==> config.mk <==
export PLATFORM = sky130hd
export DESIGN_NAME = sensor_alarm_unit
export DESIGN_NICKNAME = d
export VERILOG_FILES = /design/src/rtl/sa_pkg.sv /design/src/rtl/sa_pacer.sv /design/src/rtl/sa_window_cmp.sv /design/src/rtl/sa_temp_xing.sv /design/src/rtl/sa_regs.sv /design/src/rtl/sensor_alarm_unit.sv
export SDC_FILE = /design/constraint.sdc
export NUM_CORES = 1
export LEC_CHECK = 0
export ABC_AREA = 1
export BUFFER_PORTS_ARGS = -buffer_cell sky130_fd_sc_hd__clkbuf_2
export CAP_MARGIN = 10
export CORE_MARGIN = 4
export CORE_UTILIZATION = 35
export CTS_CLUSTER_DIAMETER = 150
export DETAILED_ROUTE_END_ITERATION = 8
export GPL_TIMING_DRIVEN = 0
export PLACE_DENSITY = 0.5
export SETUP_SLACK_MARGIN = 0.1
export SYNTH_ARGS = -nofsm -noshare
export SYNTH_HDL_FRONTEND = slang
export SYNTH_SLANG_ARGS = --single-unit
export TNS_END_PERCENT = 100
==> constraint.sdc <==
create_clock -name clk -period 4.65 [get_ports clk]
set_input_delay 0.465 -clock clk [delete_from_list [all_inputs] [get_ports clk]]
set_output_delay 0.465 -clock clk [all_outputs]
set_load 0.005 [all_outputs]
==> src/rtl/sa_pkg.sv <==
package sa_pkg;
  localparam int unsigned ADDR_W       = 6;
  localparam logic [ADDR_W-1:0] A_STATUS = 6'h00;
  localparam logic [ADDR_W-1:0] A_CONFIG = 6'h01;
  // limits: per voltage an upper/lower pair, then temperature pair, then fans
  localparam int unsigned A_LIMIT_BASE = 'h10;
  // captured readings: voltages, temperature, fans
  localparam int unsigned A_READ_BASE  = 'h20;
endpackage

==> src/rtl/sa_pacer.sv <==
module sa_pacer #(
  parameter int unsigned PERIOD = 48_000_000
) (
  input  logic clk,
  input  logic rst_n,
  input  logic in_valid,
  output logic in_ready,
  output logic accept
);
  localparam int unsigned CW = (PERIOD > 2) ? $clog2(PERIOD) : 1;

  logic [CW-1:0] cnt_q;
  logic          ready_q;

  always_ff @(posedge clk or negedge rst_n) begin
    if (!rst_n) begin
      cnt_q   <= '0;
      ready_q <= 1'b0;
    end else if (ready_q) begin
      if (in_valid) ready_q <= 1'b0;
    end else if (cnt_q == CW'(PERIOD - 1)) begin
      cnt_q   <= '0;
      ready_q <= 1'b1;
    end else begin
      cnt_q <= cnt_q + 1'b1;
    end
  end

  assign in_ready = ready_q;
  assign accept   = ready_q & in_valid;

  // an open slot is only closed by a handshake
  p_ready_hold_r6: assert property (@(posedge clk) disable iff (!rst_n)
    (in_ready && !in_valid) |=> in_ready);
  // after a handshake the slot stays shut for at least one cycle
  p_ready_gap_r6: assert property (@(posedge clk) disable iff (!rst_n)
    accept |=> !in_ready);
endmodule

==> src/rtl/sa_window_cmp.sv <==
module sa_window_cmp #(
  parameter int unsigned W         = 8,
  parameter bit          IS_SIGNED = 1'b0
) (
  input  logic [W-1:0] value,
  input  logic [W-1:0] lo,
  input  logic [W-1:0] hi,
  output logic         above,
  output logic         below
);
  generate
    if (IS_SIGNED) begin : g_signed
      assign above = $signed(value) > $signed(hi);
      assign below = $signed(value) < $signed(lo);
    end else begin : g_unsigned
      assign above = value > hi;
      assign below = value < lo;
    end
  endgenerate
endmodule

==> src/rtl/sa_temp_xing.sv <==
module sa_temp_xing (
  input  logic clk,
  input  logic rst_n,
  input  logic strobe,
  input  logic above,
  input  logic below,
  output logic evt
);
  logic hot_q;

  // fire on entering the hot band, then on leaving through the lower threshold
  assign evt = strobe && (hot_q ? below : above);

  always_ff @(posedge clk or negedge rst_n) begin
    if (!rst_n)   hot_q <= 1'b0;
    else if (evt) hot_q <= ~hot_q;
  end

  // every crossing event flips the band state
  p_xing_toggle_r2: assert property (@(posedge clk) disable iff (!rst_n)
    evt |=> (hot_q != $past(hot_q)));
  // without a sample the band state holds
  p_xing_quiet_r2: assert property (@(posedge clk) disable iff (!rst_n)
    !strobe |=> $stable(hot_q));
endmodule

==> src/rtl/sa_regs.sv <==
module sa_regs
  import sa_pkg::*;
#(
  parameter int unsigned NUM_V   = 5,
  parameter int unsigned NUM_FAN = 2,
  parameter int unsigned V_W     = 8,
  parameter int unsigned T_W     = 8,
  parameter int unsigned FAN_W   = 8,
  parameter int unsigned DW      = 16,
  parameter int unsigned SW      = NUM_V + NUM_FAN + 2
) (
  input  logic                             clk,
  input  logic                             rst_n,
  input  logic                             reg_wr,
  input  logic                             reg_rd,
  input  logic [ADDR_W-1:0]                reg_addr,
  input  logic [DW-1:0]                    reg_wdata,
  output logic [DW-1:0]                    reg_rdata,
  input  logic                             accept,
  input  logic [NUM_V*V_W-1:0]             meas_volt,
  input  logic [T_W-1:0]                   meas_temp,
  input  logic [NUM_FAN*FAN_W-1:0]         meas_fan,
  input  logic [SW-1:0]                    evt,
  output logic [NUM_V-1:0][V_W-1:0]        vmax,
  output logic [NUM_V-1:0][V_W-1:0]        vmin,
  output logic [T_W-1:0]                   tmax,
  output logic [T_W-1:0]                   tmin,
  output logic [NUM_FAN-1:0][FAN_W-1:0]    fan_lim,
  output logic                             temp_sel,
  output logic [SW-1:0]                    status
);
  localparam int unsigned A_TMAX  = A_LIMIT_BASE + 2 * NUM_V;
  localparam int unsigned A_TMIN  = A_TMAX + 1;
  localparam int unsigned A_FANL  = A_TMIN + 1;
  localparam int unsigned A_TREAD = A_READ_BASE + NUM_V;
  localparam int unsigned A_FREAD = A_TREAD + 1;

  logic [NUM_V-1:0][V_W-1:0]     vmax_q, vmin_q, vread_q;
  logic [NUM_FAN-1:0][FAN_W-1:0] flim_q, fread_q;
  logic [T_W-1:0]                tmax_q, tmin_q, tread_q;
  logic                          sel_q;
  logic [SW-1:0]                 status_q;
  logic [DW-1:0]                 rdata_q, rd_mux;
  logic                          rd_status;
  logic                          unused_wdata;

  assign unused_wdata = ^reg_wdata;
  assign rd_status    = reg_rd && (reg_addr == A_STATUS);

  // limit and configuration registers
  always_ff @(posedge clk or negedge rst_n) begin
    if (!rst_n) begin
      vmax_q <= '1;
      vmin_q <= '0;
      tmax_q <= {1'b0, {(T_W-1){1'b1}}};
      tmin_q <= {1'b1, {(T_W-1){1'b0}}};
      flim_q <= '1;
      sel_q  <= 1'b0;
    end else if (reg_wr) begin
      if (reg_addr == A_CONFIG) sel_q <= reg_wdata[0];
      for (int i = 0; i < NUM_V; i++) begin
        if (reg_addr == ADDR_W'(A_LIMIT_BASE + 2 * i))     vmax_q[i] <= reg_wdata[V_W-1:0];
        if (reg_addr == ADDR_W'(A_LIMIT_BASE + 2 * i + 1)) vmin_q[i] <= reg_wdata[V_W-1:0];
      end
      if (reg_addr == ADDR_W'(A_TMAX)) tmax_q <= reg_wdata[T_W-1:0];
      if (reg_addr == ADDR_W'(A_TMIN)) tmin_q <= reg_wdata[T_W-1:0];
      for (int j = 0; j < NUM_FAN; j++) begin
        if (reg_addr == ADDR_W'(A_FANL + j)) flim_q[j] <= reg_wdata[FAN_W-1:0];
      end
    end
  end

  // readings of the last accepted sample
  always_ff @(posedge clk or negedge rst_n) begin
    if (!rst_n) begin
      vread_q <= '0;
      tread_q <= '0;
      fread_q <= '0;
    end else if (accept) begin
      vread_q <= meas_volt;
      tread_q <= meas_temp;
      fread_q <= meas_fan;
    end
  end

  // sticky status, cleared by a read, with same-cycle events merged in
  always_ff @(posedge clk or negedge rst_n) begin
    if (!rst_n)         status_q <= '0;
    else if (rd_status) status_q <= evt;
    else                status_q <= status_q | evt;
  end

  always_comb begin
    rd_mux = '0;
    if (reg_addr == A_STATUS) rd_mux = DW'(status_q);
    if (reg_addr == A_CONFIG) rd_mux = DW'(sel_q);
    for (int i = 0; i < NUM_V; i++) begin
      if (reg_addr == ADDR_W'(A_LIMIT_BASE + 2 * i))     rd_mux = DW'(vmax_q[i]);
      if (reg_addr == ADDR_W'(A_LIMIT_BASE + 2 * i + 1)) rd_mux = DW'(vmin_q[i]);
      if (reg_addr == ADDR_W'(A_READ_BASE + i))          rd_mux = DW'(vread_q[i]);
    end
    if (reg_addr == ADDR_W'(A_TMAX))  rd_mux = DW'(tmax_q);
    if (reg_addr == ADDR_W'(A_TMIN))  rd_mux = DW'(tmin_q);
    if (reg_addr == ADDR_W'(A_TREAD)) rd_mux = DW'(tread_q);
    for (int j = 0; j < NUM_FAN; j++) begin
      if (reg_addr == ADDR_W'(A_FANL + j))  rd_mux = DW'(flim_q[j]);
      if (reg_addr == ADDR_W'(A_FREAD + j)) rd_mux = DW'(fread_q[j]);
    end
  end

  always_ff @(posedge clk or negedge rst_n) begin
    if (!rst_n)      rdata_q <= '0;
    else if (reg_rd) rdata_q <= rd_mux;
  end

  assign reg_rdata = rdata_q;
  assign vmax      = vmax_q;
  assign vmin      = vmin_q;
  assign tmax      = tmax_q;
  assign tmin      = tmin_q;
  assign fan_lim   = flim_q;
  assign temp_sel  = sel_q;
  assign status    = status_q;

  // without a status read no set bit is lost
  p_sticky_r5: assert property (@(posedge clk) disable iff (!rst_n)
    !rd_status |=> ((status_q & $past(status_q)) == $past(status_q)));
  // a status read with no new event leaves the register empty
  p_read_clear_r5: assert property (@(posedge clk) disable iff (!rst_n)
    (rd_status && (evt == '0)) |=> (status_q == '0));
  // the read returns the value held before the clear
  p_read_data_r5: assert property (@(posedge clk) disable iff (!rst_n)
    rd_status |=> (reg_rdata == DW'($past(status_q))));
endmodule

==> src/rtl/sensor_alarm_unit.sv <==
module sensor_alarm_unit
  import sa_pkg::*;
#(
  parameter int unsigned NUM_V          = 5,
  parameter int unsigned NUM_FAN        = 2,
  parameter int unsigned V_W            = 8,
  parameter int unsigned T_W            = 8,
  parameter int unsigned FAN_W          = 8,
  parameter int unsigned DW             = 16,
  parameter int unsigned REFRESH_CYCLES = 48_000_000
) (
  input  logic                     clk,
  input  logic                     rst_n,
  input  logic                     meas_valid,
  output logic                     meas_ready,
  input  logic [NUM_V*V_W-1:0]     meas_volt,
  input  logic [T_W-1:0]           meas_temp,
  input  logic [NUM_FAN*FAN_W-1:0] meas_fan,
  input  logic                     ext_alarm,
  input  logic                     reg_wr,
  input  logic                     reg_rd,
  input  logic [ADDR_W-1:0]        reg_addr,
  input  logic [DW-1:0]            reg_wdata,
  output logic [DW-1:0]            reg_rdata
);
  localparam int unsigned SW      = NUM_V + NUM_FAN + 2;
  localparam int unsigned B_TEMP  = NUM_V;
  localparam int unsigned B_FAN   = NUM_V + 1;
  localparam int unsigned B_EXT   = SW - 1;
  localparam int unsigned SHARED  = NUM_V - 1;

  logic                          accept;
  logic [NUM_V-1:0][V_W-1:0]     vmax, vmin;
  logic [T_W-1:0]                tmax, tmin;
  logic [NUM_FAN-1:0][FAN_W-1:0] fan_lim;
  logic                          temp_sel;
  logic [SW-1:0]                 evt, status;
  logic                          t_above, t_below;

  sa_pacer #(.PERIOD(REFRESH_CYCLES)) u_pacer (
    .clk(clk), .rst_n(rst_n), .in_valid(meas_valid),
    .in_ready(meas_ready), .accept(accept)
  );

  generate
    for (genvar i = 0; i < NUM_V; i++) begin : g_volt
      logic above, below, en;
      sa_window_cmp #(.W(V_W), .IS_SIGNED(1'b0)) u_cmp (
        .value(meas_volt[i*V_W +: V_W]), .lo(vmin[i]), .hi(vmax[i]),
        .above(above), .below(below)
      );
      if (i == SHARED) begin : g_shared
        assign en = accept && !temp_sel;
      end else begin : g_plain
        assign en = accept;
      end
      assign evt[i] = en && (above || below);
    end

    for (genvar j = 0; j < NUM_FAN; j++) begin : g_fan
      logic slow, unused_below;
      sa_window_cmp #(.W(FAN_W), .IS_SIGNED(1'b0)) u_cmp (
        .value(meas_fan[j*FAN_W +: FAN_W]), .lo({FAN_W{1'b0}}), .hi(fan_lim[j]),
        .above(slow), .below(unused_below)
      );
      assign evt[B_FAN + j] = accept && slow;
    end
  endgenerate

  sa_window_cmp #(.W(T_W), .IS_SIGNED(1'b1)) u_temp_cmp (
    .value(meas_temp), .lo(tmin), .hi(tmax), .above(t_above), .below(t_below)
  );

  sa_temp_xing u_xing (
    .clk(clk), .rst_n(rst_n), .strobe(accept && temp_sel),
    .above(t_above), .below(t_below), .evt(evt[B_TEMP])
  );

  assign evt[B_EXT] = ext_alarm;

  sa_regs #(
    .NUM_V(NUM_V), .NUM_FAN(NUM_FAN), .V_W(V_W), .T_W(T_W),
    .FAN_W(FAN_W), .DW(DW), .SW(SW)
  ) u_regs (
    .clk(clk), .rst_n(rst_n), .reg_wr(reg_wr), .reg_rd(reg_rd),
    .reg_addr(reg_addr), .reg_wdata(reg_wdata), .reg_rdata(reg_rdata),
    .accept(accept), .meas_volt(meas_volt), .meas_temp(meas_temp),
    .meas_fan(meas_fan), .evt(evt), .vmax(vmax), .vmin(vmin),
    .tmax(tmax), .tmin(tmin), .fan_lim(fan_lim), .temp_sel(temp_sel),
    .status(status)
  );

  // outside a handshake no measurement bit can newly set
  p_strobe_only_r6: assert property (@(posedge clk) disable iff (!rst_n)
    !accept |=> ((status[SW-2:0] & ~$past(status[SW-2:0])) == '0));
  // the external line always leaves its bit set in the next cycle
  p_ext_set_r4: assert property (@(posedge clk) disable iff (!rst_n)
    ext_alarm |=> status[B_EXT]);
endmodule

==> metrics.cfg, run 1 <==
[run_status]
status = finished clean

[final_layout]
final_cell_mix = nand2_1, inv_1, o21ai_0, dfrtp_1, ha_1
fin_nets = 1970
n_fill_cell = 3825
multi_input_area_sq_um = 6310
syn_to_final_growth_pct = 15.9
final_common_cell = nand2_1
fin_util_pct = 41.1
drive_above_1_share_pct = 14.1
final-seq-area_sq_um = 5660
final_cells = 2262

[synthesis]
netlist_instances = 1640
synth-main-ff-cell = dfrtp_1
synth_area_sq_um = 13000
synth_cell_type_count = 51
synth_enable_flop_cells = 0
syn_avg_cell_area_sq_um = 7.91
ys_warn_count = 0
synthArstFlopShare_pct = 100
ys_seq_area_share_pct = 43.6
ys_seq_elements = 223

[routing]
wl_per_cell_um = 18.9
drtPass1Iterations = 5
wl_met3_um = 2590
first_iter_violations = 814
viasPerCell = 5.07
drc_errors = 0
antenna_left = 0
wl_met2_um = 19300
wl_met1_um = 20000
drt-total-wl_um = 42700
num_vias = 11500
routed.top_layer = met4

[place]
dp.cells = 2208
dp_hpwl_um = 31600
dpl_worst_slack_ns = 1.66
portBuffers = 92
place_congestion = 0.921

[cts]
clk_latency_ns = 0.56
clkSinkCount = 223
cts-hold-fix-buffers = 1
post_cts_buffers = 0
cts_root_buf = clkbuf_16
clk_pin_slew_ns = 0.06
htreeDepth = 1
cts_buffer_depth = 3
cts-resized-gates = 0
cts_made_buffers = 28
cts_tree = done

[sta]
setup_slack_ns = 2.19
tightest_slew_ns = 1.13
period_minus_slack_ns = 2.46
finalSetupViolations = 0
timing.final.crit_share_pct = 52.9
finClkSkew_ns = 0.0130
slew_viol_final = 0
finalHoldViolations = 0
rsz0062_at_grt = no
fmax_mhz = 406
whs_ns = 0.134
worst_slew_margin_rel_pct = 24.6

[global_route]
track_usage_pct = 21.0
antenna_found_initial = 1
grt-ovfl-total = 0
grt_pass1_wl_um = 66600
first_global_vias = 11400
grt_max_degree = 85

[worst_setup_path]
cp.required_ns = 5.14
cpMostUsedCell = nand2_1
startpoint_type = primary input
crit_buf_inv = 2
r2r_start = u_pacer.cnt_q[0]$_DFFE_PN0N_
slowest_delay_ns = 0.63
arrival_ns = 2.95
critPathMaxFanout = 9
endpoint_kind = flip-flop
worstPathCellList = clkbuf_2 -> inv_2 -> nand2_2 -> nor3_2 -> a21oi_1 -> nand3_1 -> nand2_1 -> nand4_1 -> nand2_1 -> nand2_1 -> nand2_1 -> nand2_1 -> nand2_1 -> nand3_1 -> nand2_1 -> nand2_1 -> nand2_1 -> nand2_1
critPathTopFamily = simple AND/OR/NAND/NOR gates
cp-startpoint = reg_addr[5]
path_class = in -> reg
cp_slowest_cell = nor3_2

[power]
p_comb_share_pct = 18.3
p_sw_share_pct = 30.3
p_int_mw = 4.08
power.net_switching_mw = 1.78
power_frac_seq_pct = 44.5
p_leak_nw = 7.09
cellPowerDensity_nw_per_um2 = 390
ir_drop_v = 0.000212
pwr-share-clk_pct = 37.2

[floorplanning]
ioPinCount = 109
num_rows = 70
die_width_um = 201
coreArea_sq_um = 36600
dieArea_sq_um = 40200
start_util_pct = 35.4
dieHeight_um = 201

[flow_run]
maxCapViolations = 0

[hold_path]
min_from = ext_alarm
hold_class = in -> reg

## final timing paths
path	slack [ns]	cells past startpoint	endpoint
setup / recovery	2.19	18	u_regs.reg_rdata[4]$_DFFE_PN0P_
hold / removal	0.13	2	u_regs.status[8]$_DFF_PN0_
setup reg to reg	2.28	12	u_pacer.cnt_q[24]$_DFFE_PN0N_
hold reg to reg	0.48	2	u_regs.reg_rdata[0]$_DFFE_PN0P_
max in group asynchronous	2.96	4	u_regs.vmax[29]$_DFFE_PN1P_
min in group asynchronous	0.45	2	u_pacer.cnt_q[7]$_DFFE_PN0N_
## power by group through the flow
stage	clock network [mW]	registers (mW)	logic [mW]
3_3_place_gp	0	2.63	1.04
5_1_grt	2.32	2.65	1.26
3_5_place_dp	0	2.63	1.08
4_1_cts	2.23	2.61	1.09
6_report	2.18	2.61	1.07
2_1_floorplan	0	2.56	0.722
## metrics by stage
step / total power, mW / TNS, ns / cell area [sq um]
2_1_floorplan: 3.28 / 0 / 13000
3_3_place_gp: 3.67 / -269.36 / 14000
3_5_place_dp: 3.71 / 0 / 14100
4_1_cts: 5.93 / 0 / 15000
5_1_grt: 6.23 / 0 / 15000
6_report: 5.86 / 0 / 15000
## sequential cells by signal (all words and copies together) (netlist names), 8 cells and up
name,flops
u_regs.vmax,40
u_regs.fan_lim,16
u_regs.vmin,40
u_regs.vread_q,40
u_pacer.cnt_q,26
u_regs.tmax,8
u_regs.tmin,8
u_regs.fread_q,16
u_regs.status,9
u_regs.tread_q,8
u_regs.reg_rdata,9
## cells in the mapped netlist, types with 3 or more instances
cell type    n  area [sq um]
o211ai_1     5          37.5
a21oi_1     72           360
nand2_1    531          1990
a211oi_1     3          22.5
o21ai_0    174           871
or2_2        4          25.0
clkinv_1     3          11.3
nor2_1      64           240
o21ai_1      3          15.0
nand2_2      3          18.8
o22ai_1     12          75.1
xor2_1      19           166
dfstp_2     64          1680
xnor2_1      3          26.3
buf_4        7          52.6
clkbuf_1    41           154
nor4_1       5          31.3
ha_1       107          1340
a22o_1       3          26.3
inv_1      198           743
nor2_2      10          62.6
nor2_4       3          33.8
nand3_1     43           215
inv_2        9          33.8
a21boi_0     4          30.0
nor3_1       9          45.0
dfrtp_1    159          3980
a221oi_1    24           210
nand4_1     25           156
## metal layers
layer,vias up,global-route usage (%)
met5,-,0
met4,0,4.23
met3,59,3.62
met2,291,33.8
met1,5499,29.9
li1,5615,-
## final cells by class
| type | instances | area share [%] |
|---|---|---|
| antenna | 1 | 0.0166 |
| buffer | 51 | 1.56 |
| clock inverter | 9 | 0.499 |
| multi-input combinational | 1162 | 42.0 |
| timing repair buffer | 95 | 3.55 |
| tap | 468 | 3.89 |
| clock buffer | 43 | 5.64 |
| sequential | 223 | 37.6 |
| inverter | 210 | 5.24 |
## cell families after synthesis
family	Yosys count	share of synthesized area, %
other	1	0.0289
adder cells (fa/ha/maj)	107	10.3
buffers and inverters	261	7.88
AO/OA/AOI/OAI	317	13.9
XOR/XNOR	22	1.49
AND/OR/NAND/NOR	709	22.8
flip-flops	223	43.6
No activity file was read; power rests on OpenSTA's default activity.
==> run 2: changes to the inputs <==
--- a/config.mk
+++ b/config.mk
@@ -5,7 +5,7 @@
 export SDC_FILE = /design/constraint.sdc
 export NUM_CORES = 1
 export LEC_CHECK = 0
-export ABC_AREA = 1
+export ABC_AREA = 0
 export BUFFER_PORTS_ARGS = -buffer_cell sky130_fd_sc_hd__clkbuf_2
 export CAP_MARGIN = 10
 export CORE_MARGIN = 4
==> constraint.sdc (replaced) <==
create_clock -name clk -period 2.4 [get_ports clk]
set_input_delay 0.24 -clock clk [delete_from_list [all_inputs] [get_ports clk]]
set_output_delay 0.24 -clock clk [all_outputs]
set_load 0.005 [all_outputs]
==> run 2 against run 1 <==
Effect of this change: utilization rose by 2.9 points; global-route usage rose by 1.0 points; total power rose by 90%; critical path type is now reg -> reg; hold slack got worse by 0.11 ns; register-to-register slack got worse by 2.2 ns; cell count fell by 7.3%; first-iteration DRC count rose by 9.1%.
==> metrics.cfg, run 2 <==
[run_status]
status = finished clean

[hold_path]
hold_class = in -> reg

[global_route]
grt_max_degree = 103  ; +21%
antenna_found_initial = 2  ; +1
grt-ovfl-total = 0  ; unchanged
grt_pass1_wl_um = 69700  ; +4.6%
track_usage_pct = 22.0  ; +1.0 points
first_global_vias = 11300  ; -0.29%

[worst_setup_path]
cp_slowest_cell = mux4_2
r2r_slack_ns = 0.13  ; -2.15 ns
worstPathCellList = mux4_2 -> nand2_1 -> nand4_1 -> a31oi_1 -> o21ai_2 -> a21oi_1 -> o32ai_1
r2r_cells = 7  ; -5
cp-startpoint = u_regs.vmin[14]$_DFFE_PN0P_
endpoint_kind = flip-flop
slowest_delay_ns = 0.49  ; -0.14 ns
path_class = reg -> reg
cp.required_ns = 2.83  ; -2.31 ns
crit_path_end = u_regs.reg_rdata[6]$_DFFE_PN0P_
arrival_ns = 2.70  ; -0.25 ns
critPathMaxFanout = 3  ; -6
startpoint_type = flip-flop
r2r_start = u_regs.vmin[14]$_DFFE_PN0P_
r2r_end = u_regs.reg_rdata[6]$_DFFE_PN0P_

[routing]
antenna_left = 0  ; unchanged
wl_per_cell_um = 21.7  ; +15%
drt-total-wl_um = 45600  ; +6.7%
drtPass1Iterations = 5  ; unchanged
drc_errors = 0  ; unchanged
num_vias = 11200  ; -2.2%
first_iter_violations = 888  ; +9.1%
viasPerCell = 5.35  ; +5.5%

[synthesis]
yosysMostFrequentCell = nand2_1
synth_enable_flop_cells = 0  ; unchanged
synth_cell_type_count = 70  ; +37%
netlist_instances = 1381  ; -16%
yosys.area.top_type = dfrtp_1
synth_common_cells = nand2_1, dfrtp_1, inv_1, mux2_2, ha_1
ys_seq_elements = 223  ; unchanged
ys_seq_area_share_pct = 42.8  ; -0.85 points
synth.top_cell.area_share_pct = 30.1  ; -0.60 points
synth_area_sq_um = 13200  ; +2.0%
ys_warn_count = 0  ; unchanged
synth_area_leaders = dfrtp_1, dfstp_2, ha_1, mux2_2, nand2_1
synthArstFlopShare_pct = 100  ; unchanged
synth-main-ff-cell = dfrtp_1
syn_avg_cell_area_sq_um = 9.58  ; +21%

[sta]
timing.final.crit_share_pct = 94.6
finalSetupViolations = 0  ; unchanged
slew_viol_final = 0  ; unchanged
rsz0062_at_grt = yes
finClkSkew_ns = 0.0337  ; +0.0206 ns
worst_slew_margin_rel_pct = 25.4  ; +0.82 points
tightest_slew_ns = 1.12  ; -0.0123 ns
fmax_mhz = 440
period_minus_slack_ns = 2.27
finalHoldViolations = 0  ; unchanged

[cts]
htreeDepth = 1  ; unchanged
clkSinkCount = 223  ; unchanged
cts_buffer_depth = 3  ; unchanged
cts_made_buffers = 27  ; -3.6%
clk_latency_ns = 0.57  ; about the same
cts_root_buf = clkbuf_16
cts_tree = done
clk_pin_slew_ns = 0.06  ; about the same

[floorplanning]
num_rows = 70  ; unchanged
coreArea_sq_um = 37000  ; +0.96%
dieHeight_um = 202  ; +0.95%
ioPinCount = 109  ; unchanged
die_width_um = 202  ; +0.95%
start_util_pct = 35.8  ; +0.36 points
dieArea_sq_um = 41000  ; +1.9%

[place]
placed_cell_area_sq_um = 14400  ; +2.1%
dp.cells = 1984  ; -10%
place_congestion = 0.948  ; +3.0%
portBuffers = 91  ; -1.1%
dp_hpwl_um = 34000  ; +7.7%

[final_layout]
fin_util_pct = 43.9  ; +2.9 points
num_antenna_cells = 0  ; -1
finalInstanceArea_sq_um = 16200  ; +8.0%
fin_nets = 1772  ; -10%
final_cells = 2098  ; -7.3%
drive_above_1_share_pct = 25.0  ; +11 points
syn_to_final_growth_pct = 22.7
final_common_cell = nand2_1
final_cell_mix = nand2_1, dfrtp_1, inv_1, mux2_2, clkbuf_2

[power]
p_leak_nw = 7.41  ; +4.6%
p_total_mw = 11.2  ; +90%
ir_drop_v = 0.000509  ; +140%
cellPowerDensity_nw_per_um2 = 687  ; +76%

[flow_run]
maxCapViolations = 0  ; unchanged

==> run 2: critical path, delay by kind of cell, from the launching register on <==
kind             cells  cell delay [ns]
AO/OA/AOI/OAI        4             1.02
flip-flops           1             0.41
multiplexers         1             0.49
AND/OR/NAND/NOR      2             0.23
==> run 2: worst min path at each step <==
| stage | startpoint | to | slack [ns] | cells after the start |
|---|---|---|---|---|
| 6_report | meas_temp[0] | u_regs.tread_q[0]$_DFFE_PN0P_ | 0.02 | 3 |
| 5_1_grt | meas_temp[0] | u_regs.tread_q[0]$_DFFE_PN0P_ | 0.03 | 3 |
| 4_1_cts | meas_temp[0] | u_regs.tread_q[0]$_DFFE_PN0P_ | 0.004 | 3 |
| 3_5_place_dp | rst_n | u_pacer.cnt_q[7]$_DFFE_PN0N_ | 0.14 | 1 |
| 3_3_place_gp | ext_alarm | u_regs.status[8]$_DFF_PN0_ | 0.44 | 2 |
| 2_1_floorplan | rst_n | u_pacer.cnt_q[0]$_DFFE_PN0N_ | -0.06 | 0 |
==> run 2: routing by layer <==
| metal | global-route usage (%) | vias up | routed length (um) |
|---|---|---|---|
| met4 | 6.47 | 2 | 1460 |
| met2 | 34.0 | 346 | 20000 |
| met1 | 31.5 | 5536 | 21300 |
| met3 | 4.16 | 83 | 2840 |
| met5 | 0 | - | 11 |
| li1 | - | 5248 | - |
==> run 2: final cells by class <==
| cell class | count | area [sq um] |
|---|---|---|
| fill | 3631 | 20700 |
| multi-input combinational | 984 | 7070 |
| sequential | 223 | 5660 |
| timing repair buffer | 157 | 1160 |
| clock buffer | 32 | 734 |
| tap | 504 | 631 |
| inverter | 117 | 439 |
| buffer | 63 | 307 |
| clock inverter | 18 | 235 |
==> run 2: kinds of logic (layout without fill, tap and decap cells) <==
logic type / after synthesis / after routing / share of synthesized area [%]
other cells: 1 / 7 / 0.0283
buf+inv: 180 / 387 / 5.42
mux: 120 / 120 / 10.4
fa+ha+maj: 107 / 107 / 10.1
compound gates: 270 / 270 / 13.9
simple gates: 458 / 458 / 15.8
flops: 223 / 223 / 42.8
xor+xnor: 22 / 22 / 1.46
==> run 2: where the power goes <==
group | internal [mW] | switching [mW]
clock network | 2.73 | 1.76
logic | 0.886 | 1.03
registers | 4.34 | 0.411
==> run 2: per-stage QoR <==
step	hold slack [ns]	setup slack, ns	setup TNS, ns
2_1_floorplan	-0.0556	0.303	0
3_3_place_gp	0.437	-3.62	-727.71
3_5_place_dp	0.144	-0.773	-31.10
4_1_cts	0.00389	0.0819	0
5_1_grt	0.0274	-0.0151	-0.0151
6_report	0.0236	0.129	0
==> run 2: what timing repair did <==
item / 4_1_cts / 5_1_grt
resized for setup: 26 / 44
buffers inserted: 0 / 3
endpoints found under the setup margin: 90 / 76
endpoints found under the hold margin: 159 / 0
pin swaps: 1 / 1
hold buffers: 61 / 0
==> run 3: changes to the inputs <==
--- a/config.mk
+++ b/config.mk
@@ -17,5 +17,6 @@
 export SETUP_SLACK_MARGIN = 0.1
 export SYNTH_ARGS = -nofsm -noshare
 export SYNTH_HDL_FRONTEND = slang
+export SYNTH_HIERARCHICAL = 1
 export SYNTH_SLANG_ARGS = --single-unit
 export TNS_END_PERCENT = 100
==> run 3 against run 2 <==
Effect of this change: final area is 0.49% higher; global-route usage is 0.20 points higher; non-clock buffer count is 14 lower; first-iteration DRC count is 29% lower; utilization is 0.92 points lower; synthesized cell count is 8.0% lower; total power is 7.1% lower; die area is 2.2% higher; combinational power is 14% lower; flip-flop and latch count stayed put; register-to-register slack better by 0.11 ns; cell count is 4.9% lower.
==> metrics.cfg, run 3 <==
[run_status]
status = finished clean

[final_layout]
syn_to_final_growth_pct = 20.6
final_cell_mix = mux2_2, dfrtp_1, inv_1, ha_1, clkbuf_2
final_common_cell = mux2_2
num_antenna_cells = 0  ; unchanged
drive_above_1_share_pct = 29.4  ; +4.4 points
fin_nets = 1664  ; -6.1%

[power]
power_frac_seq_pct = 42.9  ; +0.3 points
power.net_switching_mw = 2.90  ; -9.4%
p_leak_nw = 7.35  ; -0.85%
pwr-share-clk_pct = 41.1  ; +0.9 points
p_comb_share_pct = 16.0  ; -1.2 points
p_int_mw = 7.46  ; -6.2%
ir_drop_v = 0.000472  ; -7.3%
cellPowerDensity_nw_per_um2 = 635  ; -7.6%
p_sw_share_pct = 28.0  ; -0.72 points

[synthesis]
netlist_instances = 1271  ; -8.0%
ys_warn_count = 6  ; +6
synth_area_sq_um = 13500  ; +2.3%
syn_avg_cell_area_sq_um = 10.6  ; +11%

[sta]
finClkSkew_ns = 0.0260  ; -0.00764 ns
rsz0062_at_grt = no
timing.final.crit_share_pct = 96.0  ; +1.4 points
period_minus_slack_ns = 2.31  ; +0.0346 ns
fmax_mhz = 434  ; -1.5%
fin_setup_tns_ns = 0  ; unchanged
finalSetupViolations = 0  ; unchanged
finalHoldViolations = 0  ; unchanged
tightest_slew_ns = 1.09  ; -0.0282 ns
slew_viol_final = 0  ; unchanged
whs_ns = 0.0112  ; -0.0124 ns
worst_slew_margin_rel_pct = 27.3  ; +1.9 points

[cts]
clkSinkCount = 223  ; unchanged
clk_pin_slew_ns = 0.06  ; about the same
cts_root_buf = clkbuf_16
clk_latency_ns = 0.57  ; about the same
cts_tree = done
cts_buffer_depth = 3  ; unchanged
cts_made_buffers = 27  ; unchanged
post_cts_buffers = 0  ; unchanged
htreeDepth = 1  ; unchanged

[floorplanning]
dieHeight_um = 205  ; +1.1%
coreArea_sq_um = 37900  ; +2.6%
ioPinCount = 109  ; unchanged
num_rows = 71  ; +1.4%
dieArea_sq_um = 41900  ; +2.2%
die_width_um = 205  ; +1.1%
start_util_pct = 35.7  ; -0.13 points

[global_route]
grt_max_degree = 86  ; -17%
first_global_vias = 11200  ; -1.6%
track_usage_pct = 22.2  ; +0.20 points
antenna_found_initial = 1  ; -1
grt_pass1_wl_um = 70300  ; +0.80%
grt-ovfl-total = 0  ; unchanged

[worst_setup_path]
worstPathCellList = clkbuf_2 -> buf_2 -> nand2b_1 -> nor3_1 -> buf_2 -> a221oi_1 -> nand3_1 -> a211oi_2 -> o21ai_1
endpoint_kind = flip-flop
r2r_cells = 5  ; -2
r2r_end = u_regs/vread_q[25]$_DFFE_PN0P_
slowest_delay_ns = 0.50  ; about the same
arrival_ns = 2.73  ; +0.03 ns
path_class = in -> reg
cp.required_ns = 2.82  ; about the same
cp-startpoint = reg_addr[1]
critPathMaxFanout = 10  ; +7
cp_slowest_cell = a221oi_1
r2r_start = u_pacer/in_ready$_DFF_PN0_
r2r_slack_ns = 0.24  ; +0.11 ns
cpMostUsedCell = buf_2
crit_path_end = u_regs/reg_rdata[3]$_DFFE_PN0P_
startpoint_type = primary input

[routing]
viasPerCell = 5.47  ; +2.3%
drt-total-wl_um = 46800  ; +2.7%
drtPass1Iterations = 6  ; +1
first_iter_violations = 630  ; -29%
num_vias = 10900  ; -2.7%
antenna_left = 0  ; unchanged
drc_errors = 0  ; unchanged
wl_per_cell_um = 23.5  ; +7.9%

[place]
dp_hpwl_um = 35200  ; +3.4%
portBuffers = 92  ; +1.1%
place_congestion = 0.980  ; +3.3%

[hold_path]
hold_class = in -> reg

[flow_run]
maxCapViolations = 0  ; unchanged

## run 3: metal layers
layer | wire (um) | GRT usage [%] | up-vias
li1 | - | - | 5068
met1 | 21300 | 30.6 | 5432
met2 | 21700 | 36.8 | 332
met3 | 2520 | 3.56 | 78
met4 | 1370 | 5.34 | 0
met5 | 0 | 0 | -
## run 3: power by group through the flow
stage | logic, mW | clock network (mW) | registers (mW)
6_report | 1.66 | 4.26 | 4.45
2_1_floorplan | 1.02 | 0 | 4.35
5_1_grt | 1.88 | 4.52 | 4.48
4_1_cts | 1.66 | 4.36 | 4.45
3_3_place_gp | 1.50 | 0 | 4.51
3_5_place_dp | 1.57 | 0 | 4.51
## run 3: repair_timing
| action | in CTS | in global routing |
|---|---|---|
| hold buffers | 64 | 0 |
| hold endpoints to repair | 108 | 0 |
| gates resized for setup | 13 | 6 |
| endpoints found under the setup margin | 69 | 15 |
| pin swaps | 0 | 1 |
## run 3: layout make-up
cell class / instances / area (sq um)
Inverter: 121 / 454
Timing Repair Buffer: 158 / 1160
Sequential cell: 223 / 5660
Fill cell: 3791 / 21600
Tap cell: 511 / 639
Buffer: 48 / 243
Clock buffer: 44 / 820
Clock inverter: 6 / 101
Multi-Input combinational cell: 885 / 7240
## run 3: worst min path at each step
stage / startpoint / endpoint / slack [ns] / depth (start not counted)
final: meas_volt[37] / u_regs/vread_q[37]$_DFFE_PN0P_ / 0.01 / 2
after CTS: meas_volt[37] / u_regs/vread_q[37]$_DFFE_PN0P_ / 0.003 / 2
after detailed placement: rst_n / u_regs/tread_q[2]$_DFFE_PN0P_ / 0.25 / 1
after floorplan: rst_n / u_pacer/cnt_q[0]$_DFFE_PN0N_ / -0.06 / 0
after global placement: ext_alarm / u_regs/status[8]$_DFF_PN0_ / 0.43 / 2
after global routing: meas_volt[37] / u_regs/vread_q[37]$_DFFE_PN0P_ / 0.01 / 2
## run 3: worst max-delay path: cells and delay by family
kind                   cells  cell delay [ns]
AO/OA/AOI/OAI              3             1.00
buffers and inverters      3             0.63
AND/OR/NAND/NOR            3             0.86
## run 3: stage by stage
stage	area [sq um]	utilization [%]	setup WS [ns]	total power, mW	instances
finish	16300	43.0	0.0949	10.4	1996
detailed placement	14700	38.8	-0.781	6.08	1882
global placement	14700	38.6	-3.66	6.01	1880
CTS	16300	43.0	0.110	10.5	1996
floorplan	13600	-	0.500	5.37	1277
global route	16300	43.0	0.101	10.9	1996
